[config.mk]
export PLATFORM = sky130hd
export DESIGN_NAME = wt_snoop_cache
export DESIGN_NICKNAME = d
export VERILOG_FILES = /design/src/rtl/wtc_pkg.sv /design/src/rtl/wtc_line_store.sv /design/src/rtl/wtc_snoop_filter.sv /design/src/rtl/wtc_ctrl_fsm.sv /design/src/rtl/wt_snoop_cache.sv
export SDC_FILE = /design/constraint.sdc
export NUM_CORES = 1
export LEC_CHECK = 0
export CAP_MARGIN = 40
export CORE_MARGIN = 4
export CORE_UTILIZATION = 61
export CTS_CLUSTER_SIZE = 8
export DETAILED_ROUTE_END_ITERATION = 8
export DONT_BUFFER_PORTS = 1
export MAX_ROUTING_LAYER = met4
export PLACE_DENSITY = 0.77
export REMOVE_ABC_BUFFERS = 1
export SLEW_MARGIN = 15
export SYNTH_ARGS = -nofsm -noshare
export SYNTH_HDL_FRONTEND = slang
export SYNTH_SLANG_ARGS = --single-unit
[constraint.sdc]
create_clock -name clk -period 9.8 [get_ports clk]
set_input_delay 1.96 -clock clk [delete_from_list [all_inputs] [get_ports clk]]
set_output_delay 1.96 -clock clk [all_outputs]
set_load 0.1 [all_outputs]
[src/rtl/wtc_pkg.sv]
`timescale 1ns/1ps
package wtc_pkg;

    typedef enum logic [1:0] {
        ST_IDLE = 2'd0,
        ST_ARB  = 2'd1,
        ST_XFER = 2'd2,
        ST_RESP = 2'd3
    } wtc_state_e;

    typedef struct packed {
        logic fill;
        logic update;
    } wtc_wr_ctl_t;

    function automatic logic wtc_on_bus(input wtc_state_e s);
        return (s == ST_ARB) || (s == ST_XFER);
    endfunction

endpackage

[src/rtl/wtc_line_store.sv]
`timescale 1ns/1ps
module wtc_line_store
    import wtc_pkg::*;
#(
    parameter int AW    = 16,
    parameter int DW    = 32,
    parameter int LINES = 16
) (
    input  logic          clk,
    input  logic          rst,
    input  logic [AW-1:0] lk_addr,
    output logic          lk_hit,
    output logic [DW-1:0] lk_data,
    input  logic [AW-1:0] sn_addr,
    output logic          sn_hit,
    input  wtc_wr_ctl_t   wr_ctl,
    input  logic [AW-1:0] wr_addr,
    input  logic [DW-1:0] wr_data,
    input  logic          inval_en
);
    localparam int IW = $clog2(LINES);
    localparam int TW = AW - IW;

    logic [LINES-1:0] vld_q;
    logic [LINES-1:0] vld_d;
    logic [TW-1:0]    tag_q [LINES];
    logic [DW-1:0]    dat_q [LINES];

    logic [IW-1:0] lk_idx, sn_idx, wr_idx;
    assign lk_idx = lk_addr[IW-1:0];
    assign sn_idx = sn_addr[IW-1:0];
    assign wr_idx = wr_addr[IW-1:0];

    assign lk_hit  = vld_q[lk_idx] && (tag_q[lk_idx] == lk_addr[AW-1:IW]);
    assign lk_data = dat_q[lk_idx];
    assign sn_hit  = vld_q[sn_idx] && (tag_q[sn_idx] == sn_addr[AW-1:IW]);

    for (genvar g = 0; g < LINES; g++) begin : g_line
        logic set_g, clr_g;
        assign set_g    = wr_ctl.fill && (wr_idx == IW'(g));
        assign clr_g    = inval_en && (sn_idx == IW'(g));
        assign vld_d[g] = set_g ? 1'b1 : (clr_g ? 1'b0 : vld_q[g]);
    end

    always_ff @(posedge clk) begin
        if (rst) vld_q <= '0;
        else     vld_q <= vld_d;
    end

    always_ff @(posedge clk) begin
        if (wr_ctl.fill) begin
            tag_q[wr_idx] <= wr_addr[AW-1:IW];
            dat_q[wr_idx] <= wr_data;
        end else if (wr_ctl.update) begin
            dat_q[wr_idx] <= wr_data;
        end
    end

    p_inval_clears_r6: assert property (@(posedge clk) disable iff (rst)
        (inval_en && !wr_ctl.fill) |=> !vld_q[$past(sn_idx)]);

    p_fill_sets_r3: assert property (@(posedge clk) disable iff (rst)
        wr_ctl.fill |=> vld_q[$past(wr_idx)]);

endmodule

[src/rtl/wtc_snoop_filter.sv]
`timescale 1ns/1ps
module wtc_snoop_filter (
    input  logic clk,
    input  logic rst,
    input  logic snp_valid,
    input  logic snp_we,
    input  logic own_gnt,
    input  logic sn_hit,
    output logic inval_en
);
    assign inval_en = snp_valid && snp_we && !own_gnt && sn_hit;

    p_foreign_read_quiet_r7: assert property (@(posedge clk) disable iff (rst)
        (snp_valid && !snp_we) |-> !inval_en);

endmodule

[src/rtl/wtc_ctrl_fsm.sv]
`timescale 1ns/1ps
module wtc_ctrl_fsm
    import wtc_pkg::*;
#(
    parameter int AW = 16,
    parameter int DW = 32
) (
    input  logic          clk,
    input  logic          rst,
    input  logic          cpu_req,
    input  logic          cpu_we,
    input  logic [AW-1:0] cpu_addr,
    input  logic [DW-1:0] cpu_wdata,
    output logic          cpu_ready,
    output logic [DW-1:0] cpu_rdata,
    input  logic          lk_hit,
    input  logic [DW-1:0] lk_data,
    output logic [AW-1:0] lk_addr,
    output logic          bus_req,
    output logic          bus_cmd_valid,
    output logic          bus_cmd_we,
    output logic [AW-1:0] bus_cmd_addr,
    output logic [DW-1:0] bus_cmd_wdata,
    input  logic          bus_gnt,
    input  logic          bus_done,
    input  logic [DW-1:0] bus_rdata,
    output wtc_wr_ctl_t   wr_ctl,
    output logic [AW-1:0] wr_addr,
    output logic [DW-1:0] wr_data
);
    wtc_state_e    state_q, state_d;
    logic          op_we_q;
    logic [AW-1:0] op_addr_q;
    logic [DW-1:0] op_wdata_q;
    logic [DW-1:0] rdata_q;
    logic          xfer_end;

    assign xfer_end = (state_q == ST_XFER) && bus_done;
    assign lk_addr  = (state_q == ST_IDLE) ? cpu_addr : op_addr_q;

    always_comb begin
        state_d = state_q;
        case (state_q)
            ST_IDLE: if (cpu_req) state_d = (!cpu_we && lk_hit) ? ST_RESP : ST_ARB;
            ST_ARB:  if (bus_gnt) state_d = ST_XFER;
            ST_XFER: if (bus_done) state_d = ST_RESP;
            default: state_d = ST_IDLE;
        endcase
    end

    always_ff @(posedge clk) begin
        if (rst) begin
            state_q    <= ST_IDLE;
            op_we_q    <= 1'b0;
            op_addr_q  <= '0;
            op_wdata_q <= '0;
            rdata_q    <= '0;
        end else begin
            state_q <= state_d;
            if (state_q == ST_IDLE && cpu_req) begin
                op_we_q    <= cpu_we;
                op_addr_q  <= cpu_addr;
                op_wdata_q <= cpu_wdata;
                if (!cpu_we && lk_hit) rdata_q <= lk_data;
            end
            if (xfer_end && !op_we_q) rdata_q <= bus_rdata;
        end
    end

    assign bus_req       = wtc_on_bus(state_q);
    assign bus_cmd_valid = (state_q == ST_XFER);
    assign bus_cmd_we    = op_we_q;
    assign bus_cmd_addr  = op_addr_q;
    assign bus_cmd_wdata = op_wdata_q;
    assign cpu_ready     = (state_q == ST_RESP);
    assign cpu_rdata     = rdata_q;

    assign wr_ctl.fill   = xfer_end && !op_we_q;
    assign wr_ctl.update = xfer_end && op_we_q && lk_hit;
    assign wr_addr       = op_addr_q;
    assign wr_data       = op_we_q ? op_wdata_q : bus_rdata;

    p_cmd_needs_gnt_r8: assert property (@(posedge clk) disable iff (rst)
        bus_cmd_valid |-> bus_gnt);

    p_req_release_r8: assert property (@(posedge clk) disable iff (rst)
        (bus_cmd_valid && bus_done) |=> !bus_req);

    p_ready_after_done_r9: assert property (@(posedge clk) disable iff (rst)
        (bus_cmd_valid && bus_done) |=> cpu_ready);

    p_ready_pulse_r9: assert property (@(posedge clk) disable iff (rst)
        cpu_ready |=> !cpu_ready);

    p_hit_quiet_r2: assert property (@(posedge clk) disable iff (rst)
        (state_q == ST_IDLE && cpu_req && !cpu_we && lk_hit) |=> (cpu_ready && !bus_req));

endmodule

[src/rtl/wt_snoop_cache.sv]
`timescale 1ns/1ps
module wt_snoop_cache
    import wtc_pkg::*;
#(
    parameter int AW    = 16,
    parameter int DW    = 32,
    parameter int LINES = 16
) (
    input  logic          clk,
    input  logic          rst,
    input  logic          cpu_req,
    input  logic          cpu_we,
    input  logic [AW-1:0] cpu_addr,
    input  logic [DW-1:0] cpu_wdata,
    output logic [DW-1:0] cpu_rdata,
    output logic          cpu_ready,
    output logic          bus_req,
    input  logic          bus_gnt,
    output logic          bus_cmd_valid,
    output logic          bus_cmd_we,
    output logic [AW-1:0] bus_cmd_addr,
    output logic [DW-1:0] bus_cmd_wdata,
    input  logic          bus_done,
    input  logic [DW-1:0] bus_rdata,
    input  logic          snp_valid,
    input  logic          snp_we,
    input  logic [AW-1:0] snp_addr
);
    logic          lk_hit, sn_hit, inval_en;
    logic [DW-1:0] lk_data;
    logic [AW-1:0] lk_addr, wr_addr;
    logic [DW-1:0] wr_data;
    wtc_wr_ctl_t   wr_ctl;

    wtc_ctrl_fsm #(.AW(AW), .DW(DW)) u_fsm (
        .clk(clk), .rst(rst),
        .cpu_req(cpu_req), .cpu_we(cpu_we), .cpu_addr(cpu_addr), .cpu_wdata(cpu_wdata),
        .cpu_ready(cpu_ready), .cpu_rdata(cpu_rdata),
        .lk_hit(lk_hit), .lk_data(lk_data), .lk_addr(lk_addr),
        .bus_req(bus_req), .bus_cmd_valid(bus_cmd_valid), .bus_cmd_we(bus_cmd_we),
        .bus_cmd_addr(bus_cmd_addr), .bus_cmd_wdata(bus_cmd_wdata),
        .bus_gnt(bus_gnt), .bus_done(bus_done), .bus_rdata(bus_rdata),
        .wr_ctl(wr_ctl), .wr_addr(wr_addr), .wr_data(wr_data)
    );

    wtc_line_store #(.AW(AW), .DW(DW), .LINES(LINES)) u_store (
        .clk(clk), .rst(rst),
        .lk_addr(lk_addr), .lk_hit(lk_hit), .lk_data(lk_data),
        .sn_addr(snp_addr), .sn_hit(sn_hit),
        .wr_ctl(wr_ctl), .wr_addr(wr_addr), .wr_data(wr_data),
        .inval_en(inval_en)
    );

    wtc_snoop_filter u_snoop (
        .clk(clk), .rst(rst),
        .snp_valid(snp_valid), .snp_we(snp_we), .own_gnt(bus_gnt),
        .sn_hit(sn_hit), .inval_en(inval_en)
    );

    p_reset_quiet_r1: assert property (@(posedge clk)
        $past(rst) |-> (!cpu_ready && !bus_req));

endmodule

# Word-level counts from Yosys, hierarchy flattened
# Memories as Yosys holds them, arrays and structs flattened. A register that Yosys moved wholly into a read port is not among the register bits.
# Cells that the tools add are included.
totals:
  ff_bits: 67
  inputBits: 104
  mem_count: 2
  elab_cells: 182
  output_inout_bits: 84
  ramBits: 704
memory_table:
  columns: ["name", "depth", "word_bits", "read_ports", "rd_clocked_by_memory_dff", "write_ports", "line", "rtl"]
  rows:
  - ["u_store.dat_q", 16, 32, 1, 1, 1, "wtc_line_store.sv:27", "logic [DW-1:0] dat_q [LINES];"]
  - ["u_store.tag_q", 16, 12, 2, 0, 1, "wtc_line_store.sv:26", "logic [TW-1:0] tag_q [LINES];"]
op_classes:
  mux: 49
  bitwise_logic: 1
  magnitude_cmp: 2
  n_reduce_logical: 70
  n_eq_ne: 38
op_table:
  columns: ["cell", "n"]
  rows:
  - ["4-bit == test (second input constant)", 16]
  - ["32-bit two-way mux", 2]
  - ["1-bit logical AND", 43]
  - ["1-bit two-way mux", 39]
  - ["2-bit nonzero test", 18]
  - ["4-bit by 3-bit == test with 1-bit output (second input constant)", 8]
  - ["12-bit == test", 2]
  - ["4-bit by 2-bit == test with 1-bit output (second input constant)", 4]
  - ["16-bit two-way mux", 1]
  - ["4-bit by 5-bit less-than comparator with 1-bit output (second input constant)", 2]
  - ["1-bit binary-select mux with 4-bit select", 2]
  - ["4-bit by 1-bit == test with 1-bit output (second input constant)", 2]
  - ["4-bit zero test", 2]
  - ["2-bit two-way mux", 4]
  - ["2-bit case mux with 3 select lines", 1]
  - ["2-bit == test (second input constant)", 2]
  - ["2-bit inequality test (second input constant)", 2]
  - ["1-bit zero test", 3]
  - ["3-bit AND reduction", 1]
  - ["2-bit by 1-bit == test with 1-bit output (second input constant)", 1]
  - ["2-bit zero test", 1]
  - ["2-bit by 1-bit inequality test with 1-bit output (second input constant)", 1]
  - ["2-bit AND reduction", 1]
  - ["1-bit logical OR", 1]
  - ["1-bit bitwise OR", 1]

# Depth between registers and ports, before layout
logic_depth:
  word_depth: 10
  depth_mapped: 18
  mapped_depth_nobuf: 12

# Modules after synthesis
# A second synthesis with hierarchy kept.
hier_totals:
  cells_unflattened: 1777
  area_unflattened_um2: 33373.3
modules_own_cells:
  columns: ["module", "cells_each", "area_per_inst_um2", "seq_area_each_um2", "instances"]
  rows:
  - ["wtc_line_store", 1289, 29386.9, 21460.6, 1]
  - ["wtc_ctrl_fsm", 487, 3976.3, 1661.6, 1]
  - ["wtc_snoop_filter", 1, 10.0, 0.0, 1]

# Least setup slack after synthesis
# No wires, ideal clock.
synth_timing:
  path_type: "input -> register"
  startpoint: "in cpu_addr[0]"
  endpoint: "mem u_store.dat_q[12][0], enable pin"
  setup_time_ns: 0.502
  path_stages: 13
  n_path_buf: 3
  slack_ns: 1.641
  t_required_ns: 9.298
  t_arrival_ns: 7.656
  cell_sequence: "buf_2 -> mux2_4 -> buf_6 -> mux4_2 -> xnor2_1 -> o31ai_1 -> a31oi_1 -> a2111oi_2 -> nand4_1 -> nand2_1 -> buf_2 -> nand3_1 -> nor4_1"
synth_between:
  elab_chain_len: 9
  elab_cells_between_ends: 11
  classes_between: "eq/ne: 1; mux: 6; bitwise: 1; reduce/logical: 2; memory: 1"
synth_lines:
  columns: ["item", "line", "rtl"]
  rows:
  - ["start, declared", "wt_snoop_cache.sv:13", "input logic [AW-1:0] cpu_addr,"]
  - ["16-bit two-way mux (*)", "wtc_ctrl_fsm.sv:39", "assign lk_addr = (state_q == ST_IDLE) ? cpu_addr : op_addr_q;"]
  - ["memory read 16 x 12 bit or 1-bit binary-select mux with 4-bit select (tied branches)", null, null]
  - ["12-bit == test or 1-bit two-way mux (tied branches)", "wtc_line_store.sv:34", "assign lk_hit = vld_q[lk_idx] && (tag_q[lk_idx] == lk_addr[AW-1:IW]);"]
  - ["1-bit logical AND (*)", "wtc_line_store.sv:34", null]
  - ["1-bit logical AND (*)", "wtc_ctrl_fsm.sv:79", "assign wr_ctl.update = xfer_end && op_we_q && lk_hit;"]
  - ["1-bit two-way mux (*)", "wtc_line_store.sv:54", "end else if (wr_ctl.update) begin"]
  - ["1-bit two-way mux (*)", "wtc_line_store.sv:51", "if (wr_ctl.fill) begin"]
  - ["1-bit two-way mux (implied by the code) (*)", "wtc_line_store.sv:55", "dat_q[wr_idx] <= wr_data;"]
  - ["1-bit bitwise OR (no source line) (*)", null, null]
  - ["end, declared", "wtc_line_store.sv:27", null]
# Mark *: on every way between the ends. The rest lies on a longest branch, timed or not. The select of a mux whose other input is x is not followed.

# Worst setup path after layout
layout_timing:
  startpoint: "in cpu_addr[0]"
  endpoint: "mem u_store.dat_q[0][11], enable pin"
# Same word-level chain as after synthesis.

==> impl_results.md <==
- Status: finished clean
- Die Y: 246 um
- Die X: 246 um
- H-Tree Depth: 3
- Max-Cap Viols: 0
- Sequential fraction of the synthesis area: 0.669
- Site row count: 86
- RSZ-0062 raised after global routing: false
- Sw frac: 0.365
- CTS Buf Count: 110
- Port-buffer cells: 0
- Ys async rst share: 0
- Fill cells: 3,295
- Gr ovfl total: 0
- Final-report hold violation count: 0
- Share of total power in the clock network: 0.305
- Largest net degree at the start of global routing: 166
- Ports: 188
- XOR/XNOR share of the synthesized area: 0.00887
- Final min period: 7.01 ns
- Sequential power share: 0.348
- Tot GR Track Use: 0.323
- Fin crit share: 0.715
- Hold Buf Count CTS: 0
- CP required: 10.13 ns
- Syn-to-layout area delta: 16.6%
- Flops & latches, synth: 803
- Vias in the first global route: 23,965
- Initial Util: 0.621
- Top layer reached by signal wires: met4
- Syn_area_per_cell: 13.1 um^2
- Hpwl dp: 55.7 mm
- Die footprint: 0.0605 mm^2
- Most frequent cells in the layout: 704 x edfxtp_1, 684 x nand2_1, 185 x nand3_1
- CTS max path bufs: 3
- Psw: 4.23 mW
- Power density cells: 288 mW/mm^2
- Mux share of post-synthesis cell area: 0.0894
- Vias per cell: 6.79
- DRC errors left: 0
- Critical path startpoint category: input pin
- Synthesized-area fraction occupied by adder cells: 0.00145
- Layout Nets: 2,812
- Pleak: 13.8 nW
- Setup TNS: 0 ns
- Post-CTS Resized: 0
- Routed Wire Length: 95.6 mm
- DRT antenna net count: 0
- Dpl cell area: 0.0369 mm^2
- TritonCTS clock tree: done
- Drt wl/cell: 27.0 um
- Ys Warns: 0
- CTS sink count: 803
- Clock Skew: 0.0339 ns
- Logic pwr share: 0.347
- VDD IR-drop max: 0.000304 V
- Worst Path Arrival: 7.34 ns
- Hold Path Class: flop to flop
- Internal power: 7.37 mW
- Worst slew margin: 0.394
- Root buffer cell: clkbuf_16
- Initial DRC Count: 3,835
- Cell count after synthesis: 2,639
- Synth Area in Compound Gates: 0.0702
- Commonest non-fill, non-tap cell in the layout: edfxtp_1
- Clk_lat worst skew: 0.67 ns
- WS Path Type: input pin to flop
- Layout Cell Area excl Fill: 0.0403 mm^2
- Core box area: 0.0556 mm^2
- EDFF count, synth: 704
- Routed met2 length: 46.0 mm
- Post-CTS Setup Bufs: 0
- Largest family of logic cells by synthesized area: simple AND/OR/NAND/NOR gates
- Final setup vio count: 0
- Vias: 24,065
- Initial antenna violation count: 1
- Post-synth cell types: 55
- M1 WL: 35.1 mm
- Simple-Gate Fraction of Synth Area: 0.136
- Met3 routed WL: 11.1 mm
- Max FO, Critical Path: 65
- Ys flop type: edfxtp_1
- Setup crit end kind: flop
- CTS clk-pin slew, worst paths: 0.05 ns
- Fmax: 143 MHz
- First-pass DRT Iterations: 7
- Slew at the pin with the worst max-slew slack: 0.906 ns
- Share of cells above drive strength 1: 0.158
- Post-Syn Area: 0.0345 mm^2
- First-pass GRT wire length: 144 mm
- Fin. max-slew vios: 0
- Final RePlAce weighted congestion: 0.862
[layer usage]
| layer | GRT usage | vias to the layer above |
|---|---|---|
| met3 | 0.0661 | 294 |
| met2 | 0.503 | 1834 |
| met1 | 0.431 | 11807 |
| met5 | - | - |
| met4 | 0.113 | 0 |
| li1 | - | 10130 |
[cell families after synthesis]
| logic type | count (synthesis) |
|---|---|
| simple gates | 1090 |
| mux | 190 |
| compound gates | 310 |
| xor+xnor | 35 |
| flops | 803 |
| buf+inv | 207 |
| fa+ha+maj | 4 |
[stage by stage]
step | util | hold WS [ns] | setup WS (ns) | power [mW] | std cells
after floorplan | - | 0.449 | -8.92 | 7.00 | 2440
after global placement | 0.636 | 0.476 | 2.35 | 7.65 | 3250
after detailed placement | 0.664 | 0.481 | 2.16 | 8.02 | 3336
after CTS | 0.722 | 0.489 | 2.83 | 11.6 | 3541
after global routing | 0.724 | 0.513 | 2.50 | 12.0 | 3546
final | 0.724 | 0.492 | 2.79 | 11.6 | 3546
[final cells by class]
class,instances,area [um^2],area share
timing repair buffer,152,2160,0.0537
tap,748,936,0.0232
inverter,8,30.0,0.000746
antenna,1,2.50,0.0000622
clock inverter,5,119,0.00295
multi-input combinational,1629,10800,0.267
clock buffer,200,3110,0.0773
sequential,803,23100,0.575
[synth_stat cells, types with 5 or more instances]
master / count / area [um^2]
inv_1: 8 / 30.0
o21ai_0: 10 / 50.1
nand3_1: 185 / 926
nand2_1: 686 / 2570
nor3_1: 24 / 120
nand2b_1: 15 / 93.8
buf_6: 6 / 67.6
buf_1: 21 / 78.8
edfxtp_1: 704 / 21100
mux2i_1: 58 / 581
a311oi_1: 162 / 1420
xnor2_1: 30 / 263
mux2_2: 40 / 450
nand3b_1: 6 / 45.0
a32oi_1: 9 / 78.8
a211o_1: 32 / 280
a211oi_1: 8 / 60.1
or3_1: 7 / 43.8
and3_1: 65 / 407
nor2_1: 70 / 263
nand4_1: 16 / 100
dfxtp_1: 99 / 1980
xor2_1: 5 / 43.8
clkbuf_1: 147 / 552
buf_2: 21 / 105
a21oi_1: 64 / 320
mux4_2: 89 / 2000
nor4_1: 5 / 31.3
[worst max-delay path, cell delays in order]
cell and delay (ns):
mux2_8 0.46, buf_4 0.74, mux2i_1 0.22, mux4_2 0.51, xnor2_1 0.14, a21oi_1 0.08, nor3_1 0.26, nand4_1 0.31
nand2_2 0.71, or4b_1 0.71, nor3_4 0.77, buf_4 0.42
[sequential cells by signal (all words and copies together) (netlist names)]
signal and count:
u_fsm.bus_cmd_addr 16, u_fsm.state_q 2, u_fsm.bus_cmd_we 1, u_store.dat_q 512, u_fsm.bus_cmd_wdata 32, u_store.vld_q 16
u_fsm.cpu_rdata 32, u_store.tag_q 192
[final timing paths]
check                                                         start                                  end  slack [ns]  cells after the start
worst min-delay path            u_fsm.bus_cmd_wdata[0]$_SDFFE_PP0P_  u_fsm.bus_cmd_wdata[0]$_SDFFE_PP0P_        0.49                      2
worst max register to register        u_fsm.state_q[0]$_SDFFE_PP0P_       u_store.dat_q[0][11]$_DFFE_PP_        2.86                     14
worst max-delay path                                    cpu_addr[0]       u_store.dat_q[0][11]$_DFFE_PP_        2.79                     12
worst min register to register  u_fsm.bus_cmd_wdata[0]$_SDFFE_PP0P_  u_fsm.bus_cmd_wdata[0]$_SDFFE_PP0P_        0.49                      2
[power groups by stage]
stage	logic, mW	clock network, mW	registers, mW
CTS	3.96	3.55	4.04
detailed placement	3.91	0	4.11
finish	4.02	3.54	4.04
global route	4.26	3.72	4.04
floorplan	2.46	0	4.54
global placement	3.18	0	4.46
Power figures use the tool's default switching activity.
